$ cat config.mk
export PLATFORM = sky130hd
export DESIGN_NAME = subclk_interval_timer
export DESIGN_NICKNAME = d
export VERILOG_FILES = /design/src/rtl/sit_pkg.sv /design/src/rtl/sit_prescaler.sv /design/src/rtl/sit_tap_edge.sv /design/src/rtl/sit_flag_fsm.sv /design/src/rtl/subclk_interval_timer.sv
export SDC_FILE = /design/constraint.sdc
export NUM_CORES = 1
export LEC_CHECK = 0
export ABC_AREA = 1
export CORE_ASPECT_RATIO = 1.25
export CORE_MARGIN = 3
export CORE_UTILIZATION = 25
export CTS_CLUSTER_SIZE = 28
export DETAILED_ROUTE_END_ITERATION = 6
export REMOVE_ABC_BUFFERS = 1
export SETUP_SLACK_MARGIN = 0.1
export SLEW_MARGIN = 30
export SYNTH_ARGS = -nofsm -noshare
export SYNTH_HDL_FRONTEND = slang
export SYNTH_SLANG_ARGS = --single-unit
export TNS_END_PERCENT = 30
$ cat constraint.sdc
create_clock -name clk_i -period 1.85 [get_ports clk_i]
set_input_delay 0.37 -clock clk_i [delete_from_list [all_inputs] [get_ports clk_i]]
set_output_delay 0.37 -clock clk_i [all_outputs]
set_load 0.02 [all_outputs]
$ cat src/rtl/sit_pkg.sv
package sit_pkg;

    typedef enum logic {
        FLAG_IDLE = 1'b0,
        FLAG_PEND = 1'b1
    } flag_st_e;

    localparam int unsigned FLD_FLAG   = 0;
    localparam int unsigned FLD_EN     = 1;
    localparam int unsigned FLD_CLRN   = 2;
    localparam int unsigned FLD_SEL_LO = 3;

endpackage

$ cat src/rtl/sit_prescaler.sv
module sit_prescaler #(
    parameter int unsigned CNT_W = 16
) (
    input  logic             clk_i,
    input  logic             rst_ni,
    input  logic             tick_i,
    input  logic             clr_i,
    output logic [CNT_W-1:0] cnt_o,
    output logic [CNT_W-1:0] cnt_nxt_o
);

    logic [CNT_W-1:0] cnt_q;

    always_comb begin
        cnt_nxt_o = cnt_q + {{(CNT_W-1){1'b0}}, tick_i};
    end

    always_ff @(posedge clk_i or negedge rst_ni) begin
        if (!rst_ni) begin
            cnt_q <= '0;
        end else if (clr_i) begin
            cnt_q <= '0;
        end else begin
            cnt_q <= cnt_nxt_o;
        end
    end

    assign cnt_o = cnt_q;

    // a tick without clear advances by exactly one
    a_r1_count_step: assert property (@(posedge clk_i) disable iff (!rst_ni)
        (tick_i && !clr_i) |=> (cnt_q == $past(cnt_q) + 1'b1));

    // no tick and no clear holds the value
    a_r1_count_hold: assert property (@(posedge clk_i) disable iff (!rst_ni)
        (!tick_i && !clr_i) |=> $stable(cnt_q));

    // clear wins over a tick
    a_r6_clear_zero: assert property (@(posedge clk_i) disable iff (!rst_ni)
        clr_i |=> (cnt_q == '0));

endmodule

$ cat src/rtl/sit_tap_edge.sv
module sit_tap_edge #(
    parameter int unsigned CNT_W    = 16,
    parameter int unsigned SEL_W    = 2,
    parameter int unsigned NUM_TAPS = 4,
    parameter int unsigned TAP_POS [NUM_TAPS] = '{9, 12, 14, 15}
) (
    input  logic [CNT_W-1:0] cnt_cur_i,
    input  logic [CNT_W-1:0] cnt_nxt_i,
    input  logic [SEL_W-1:0] sel_i,
    output logic             fall_o
);

    logic [NUM_TAPS-1:0] tap_cur;
    logic [NUM_TAPS-1:0] tap_nxt;

    for (genvar i = 0; i < NUM_TAPS; i++) begin : g_tap
        assign tap_cur[i] = cnt_cur_i[TAP_POS[i]];
        assign tap_nxt[i] = cnt_nxt_i[TAP_POS[i]];
    end

    // Both samples use the same select, so a select change is never an edge.
    always_comb begin
        fall_o = tap_cur[sel_i] & ~tap_nxt[sel_i];
    end

endmodule

$ cat src/rtl/sit_flag_fsm.sv
module sit_flag_fsm
    import sit_pkg::*;
(
    input  logic clk_i,
    input  logic rst_ni,
    input  logic set_i,
    input  logic swclr_i,
    input  logic en_i,
    output logic flag_o,
    output logic irq_o
);

    flag_st_e state_q;
    flag_st_e state_d;

    always_comb begin
        state_d = state_q;
        unique case (state_q)
            FLAG_IDLE: begin
                if (set_i) begin
                    state_d = FLAG_PEND;
                end
            end
            FLAG_PEND: begin
                if (swclr_i && !set_i) begin
                    state_d = FLAG_IDLE;
                end
            end
            default: state_d = FLAG_IDLE;
        endcase
    end

    always_ff @(posedge clk_i or negedge rst_ni) begin
        if (!rst_ni) begin
            state_q <= FLAG_IDLE;
        end else begin
            state_q <= state_d;
        end
    end

    always_comb begin
        flag_o = (state_q == FLAG_PEND);
        irq_o  = (state_q == FLAG_PEND) && en_i;
    end

    // a set event always leaves the flag pending
    a_r9_set_wins: assert property (@(posedge clk_i) disable iff (!rst_ni)
        set_i |=> flag_o);

    // disabled means no request
    a_r3_no_irq_disabled: assert property (@(posedge clk_i) disable iff (!rst_ni)
        !en_i |-> !irq_o);

    // only a clear strobe can drop the flag
    a_r5_flag_drop: assert property (@(posedge clk_i) disable iff (!rst_ni)
        $fell(flag_o) |-> $past(swclr_i));

endmodule

$ cat src/rtl/subclk_interval_timer.sv
module subclk_interval_timer
    import sit_pkg::*;
#(
    parameter int unsigned CNT_W = 16,
    parameter int unsigned SEL_W = 2,
    parameter int unsigned TAP_POS [2**SEL_W] = '{9, 12, 14, 15}
) (
    input  logic                 clk_i,
    input  logic                 rst_ni,
    input  logic                 tick_i,
    input  logic                 stop_i,
    input  logic                 wr_en_i,
    input  logic [SEL_W+2:0]     wr_data_i,
    output logic [SEL_W+2:0]     rd_data_o,
    output logic                 irq_o
);

    localparam int unsigned NUM_TAPS = 2**SEL_W;

    logic [SEL_W-1:0] sel_q;
    logic             en_q;
    logic [CNT_W-1:0] cnt;
    logic [CNT_W-1:0] cnt_nxt;
    logic             fall;
    logic             clr_req;
    logic             swclr;
    logic             set_ev;
    logic             flag;

    always_comb begin
        clr_req = wr_en_i && !wr_data_i[FLD_CLRN];
        swclr   = wr_en_i && !wr_data_i[FLD_FLAG];
        set_ev  = fall && !clr_req && !stop_i;
    end

    always_ff @(posedge clk_i or negedge rst_ni) begin
        if (!rst_ni) begin
            sel_q <= '0;
            en_q  <= 1'b0;
        end else if (wr_en_i) begin
            sel_q <= wr_data_i[FLD_SEL_LO +: SEL_W];
            en_q  <= wr_data_i[FLD_EN];
        end
    end

    sit_prescaler #(
        .CNT_W (CNT_W)
    ) u_prescaler (
        .clk_i     (clk_i),
        .rst_ni    (rst_ni),
        .tick_i    (tick_i),
        .clr_i     (clr_req),
        .cnt_o     (cnt),
        .cnt_nxt_o (cnt_nxt)
    );

    sit_tap_edge #(
        .CNT_W    (CNT_W),
        .SEL_W    (SEL_W),
        .NUM_TAPS (NUM_TAPS),
        .TAP_POS  (TAP_POS)
    ) u_tap_edge (
        .cnt_cur_i (cnt),
        .cnt_nxt_i (cnt_nxt),
        .sel_i     (sel_q),
        .fall_o    (fall)
    );

    sit_flag_fsm u_flag_fsm (
        .clk_i   (clk_i),
        .rst_ni  (rst_ni),
        .set_i   (set_ev),
        .swclr_i (swclr),
        .en_i    (en_q),
        .flag_o  (flag),
        .irq_o   (irq_o)
    );

    assign rd_data_o = {sel_q, 1'b1, en_q, flag};

    // stop mode keeps the flag from rising
    a_r8_stop_blocks: assert property (@(posedge clk_i) disable iff (!rst_ni)
        stop_i |=> !$rose(flag));

    // a counter clear keeps the flag from rising
    a_r7_clear_blocks: assert property (@(posedge clk_i) disable iff (!rst_ni)
        clr_req |=> !$rose(flag));

    // enabling with a pending flag requests at once
    a_r4_pending_enable: assert property (@(posedge clk_i) disable iff (!rst_ni)
        ($rose(en_q) && flag) |-> irq_o);

    // a tap edge only comes from a tick
    a_r2_fall_on_tick: assert property (@(posedge clk_i) disable iff (!rst_ni)
        fall |-> tick_i);

endmodule

==> results of run 1 <==
## final cells by class
class / count / area share (%)
multi-input combinational: 96 / 37.4
inverter: 21 / 5.40
clock buffer: 4 / 3.77
timing repair buffer: 23 / 14.3
sequential: 20 / 34.3
tap: 56 / 4.80
## synth_stat cells
cell type,number
nand2_1,27
dfrtp_1,20
inv_1,20
nor2_1,15
a21oi_1,8
nand3_1,6
nand2_2,4
nand4_1,4
o21ai_0,4
o22ai_1,4
buf_4,3
nor2_2,3
nor2_4,3
nor3_1,3
ha_1,2
nor3b_1,2
o21a_1,2
xor2_1,2
a21oi_2,1
and2_1,1
and3_1,1
buf_2,1
conb_1,1
inv_2,1
nor3_2,1
nor3_4,1
o21ai_2,1
## power by group through the flow
stage | Combinational, mW | Clock, mW | Sequential (mW)
floorplan | 0.0737 | 0 | 0.515
global placement | 0.165 | 0 | 0.507
detailed placement | 0.166 | 0 | 0.508
CTS | 0.180 | 0.357 | 0.508
global route | 0.205 | 0.373 | 0.513
finish | 0.178 | 0.337 | 0.508
## sequential cells by signal (all words and copies together), names as in the netlist
| signal | cells |
|---|---|
| en_q | 1 |
| sel_q | 2 |
| u_flag_fsm.flag_o | 1 |
| u_prescaler.cnt_o | 16 |
## timing repair
item,in CTS,in global routing
gates cloned,0,0
buffers inserted,1,0
endpoints found under the setup margin,1,1
resized for setup,6,1
pin swaps,6,0
## metrics by stage
step | hold slack [ns] | area (um^2) | worst slack [ns]
final | 0.457 | 1460 | 0.192
after global routing | 0.484 | 1460 | 0.133
after CTS | 0.465 | 1460 | 0.131
after detailed placement | 0.490 | 1370 | -0.191
after global placement | 0.482 | 1370 | -0.178
after floorplan | 0.0744 | 1100 | 0.347
## cell families after synthesis
logic type      Yosys count
simple gates             71
buf+inv                  25
compound gates           20
flops                    20
other cells               1
xor+xnor                  2
fa+ha+maj                 2
## worst min-delay path by stage
| stage | start | slack [ns] | endpoint | cells past startpoint |
|---|---|---|---|---|
| finish | rst_ni | 0.46 | u_prescaler.cnt_o[9] | 2 |
| global placement | en_q | 0.48 | en_q | 2 |
| global route | rst_ni | 0.48 | u_prescaler.cnt_o[9] | 2 |
| detailed placement | en_q | 0.49 | en_q | 2 |
| CTS | rst_ni | 0.47 | u_prescaler.cnt_o[11] | 2 |
| floorplan | rst_ni | 0.07 | en_q | 0 |
## per-layer routing
layer / track usage, % / vias up / wire, um
li1: - / 491 / -
met1: 12.5 / 444 / 1060
met2: 18.3 / 12 / 1250
met3: 2.07 / 4 / 77
met4: 5.49 / 0 / 40
met5: 0 / - / 0
==> results_dict.tcl, run 1 <==
set metrics [dict create \
    synth.area.mux_share_pct 0 \
    grt_usage_pct 10.7 \
    antenna_cells 0 \
    antenna_found_initial 0 \
    place_congestion 0.884 \
    r2r-end "u_flag_fsm.flag_o" \
    irDropWorstVdd_uv 387 \
    p_switching_mw 0.272 \
    nets 177 \
    path_cells "clkdlybuf4s50_1" \
    synth-simple-area-share_pct 31.8 \
    skew_ns 0.00245 \
    synth_area_um2 1130 \
    totalWireLength_um 2430 \
    p_per_area_nw_per_um2 701 \
    boundaryPins 16 \
    synthAdderAreaFrac_pct 2.21 \
    crit_path_end "rd_data_o[3]" \
    ff2ff_path_depth 11 \
    critPathMaxStageDelay_ns 0.62 \
    switching_share_pct 26.6 \
    arrival_ns 1.29 \
    multi_input_area_um2 546 \
    clockBufferDepth 2 \
    yosysUniqueCellTypes 27 \
    period_minus_slack_ns 1.66 \
    ant_nets 0 \
    die_h_um 81.2 \
    numCtsBuffers 3 \
    max_cap_violations 0 \
    synthXorXnorAreaFrac_pct 1.55 \
    fill_cells 476 \
    avgSynthCellArea_um2 8.01 \
    start_kind "register" \
    synth_top_cell_by_area "dfrtp_1" \
    route.detailed.drc 0 \
    yosysTopAreaCellShare_pct 44.3 \
    dp.cells 215 \
    drive_above_1_share_pct 18.9 \
    crit_buf_inv 1 \
    worstPathRequired_ns 1.48 \
    cp_max_fo 4 \
    htree_levels 1 \
    p_clk_share_pct 33.0 \
    total_power_mw 1.02 \
    firstDrtPassIters 4 \
    leakage_nw 0.712 \
    final_core_utilization_pct 34.5 \
    clk_latency_ns 0.26 \
    synth-compound-area-share_pct 10.4 \
    ys_seq_elements 20 \
    p_seq_share_pct 49.7 \
    wire_per_inst_um 11.0 \
    final-instance-count-excl-fill 220 \
    status "finished clean" \
    synth_top_family_by_area "simple AND/OR/NAND/NOR gates" \
    cp.depth 1 \
    worstHoldPathType "primary input to asynchronous set/reset pin" \
    pwr-share-comb_pct 17.4 \
    fin_setup_tns_ns 0 \
    worstReg2RegStart "u_prescaler.cnt_o[0]" \
    hold_viol_final 0 \
    vias 951 \
    die_area_um2 5370 \
    critPathKind "register to output port" \
    clkTransAtPathRegs_ns 0.07 \
    start_util_pct 26.7 \
    rsz0062_at_grt "no" \
    postSynthCellCount 141 \
    r2r_slack_ns 0.32 \
    yosysWarnings 0 \
    crit_path_end_kind "output port" \
    portBuffers 14 \
    slew_viol_final 0 \
    syn_to_final_growth_pct 29.1 \
    p_int_mw 0.750 \
    final_cell_mix "nand2_1 (26), inv_1 (20), dfrtp_1 (20)" \
    mostFrequentLayoutCell "nand2_1" \
    hold_buffers 0 \
    yosysSeqAreaShare_pct 44.3 \
    vias_per_cell 4.32 \
    core_area_um2 4230 \
    drt_first_iter_violations 21 \
    fp-row-count 26 \
    cts_root_buf "clkbuf_8" \
    crit_path_start "sel_q[0]" \
    die_w_um 66.1 \
    fin_crit_sh_pct 89.6 \
    grt_overflow 0 \
    crit_family "buffers and inverters" \
    regArea_um2 500 \
    worst_path_max_delay_cell "clkdlybuf4s50_1" \
    fmax_ghz 0.603 \
    tritoncts "yes" \
    ys_top_cells_by_area "dfrtp_1 (44%), nand2_1 (9.0%), inv_1 (6.6%)" \
    grt_pass1_vias 982 \
    cts_num_sinks 20 \
    grt_pass1_wl_um 4380 \
    dp_hpwl_um 1840 \
    setup_viol 0 \
    grt_max_degree 21 \
]
Note: power is estimated with default switching activity, not from simulation.
==> run 2: changes to the inputs <==
--- a/config.mk
+++ b/config.mk
@@ -9,6 +9,7 @@
 export CORE_ASPECT_RATIO = 1.25
 export CORE_MARGIN = 3
 export CORE_UTILIZATION = 25
+export CTS_BUF_LIST = sky130_fd_sc_hd__clkbuf_8 sky130_fd_sc_hd__clkbuf_16
 export CTS_CLUSTER_SIZE = 28
 export DETAILED_ROUTE_END_ITERATION = 6
 export REMOVE_ABC_BUFFERS = 1
==> results of run 2 <==
Final layout, timing and power as in run 1 (identical DEF).
==> run 3: changes to the inputs <==
--- a/config.mk
+++ b/config.mk
@@ -10,6 +10,7 @@
 export CORE_MARGIN = 3
 export CORE_UTILIZATION = 25
 export CTS_BUF_LIST = sky130_fd_sc_hd__clkbuf_8 sky130_fd_sc_hd__clkbuf_16
+export CTS_CLUSTER_DIAMETER = 120
 export CTS_CLUSTER_SIZE = 28
 export DETAILED_ROUTE_END_ITERATION = 6
 export REMOVE_ABC_BUFFERS = 1
==> results of run 3 <==
Final layout, timing and power as in run 1 (identical DEF).
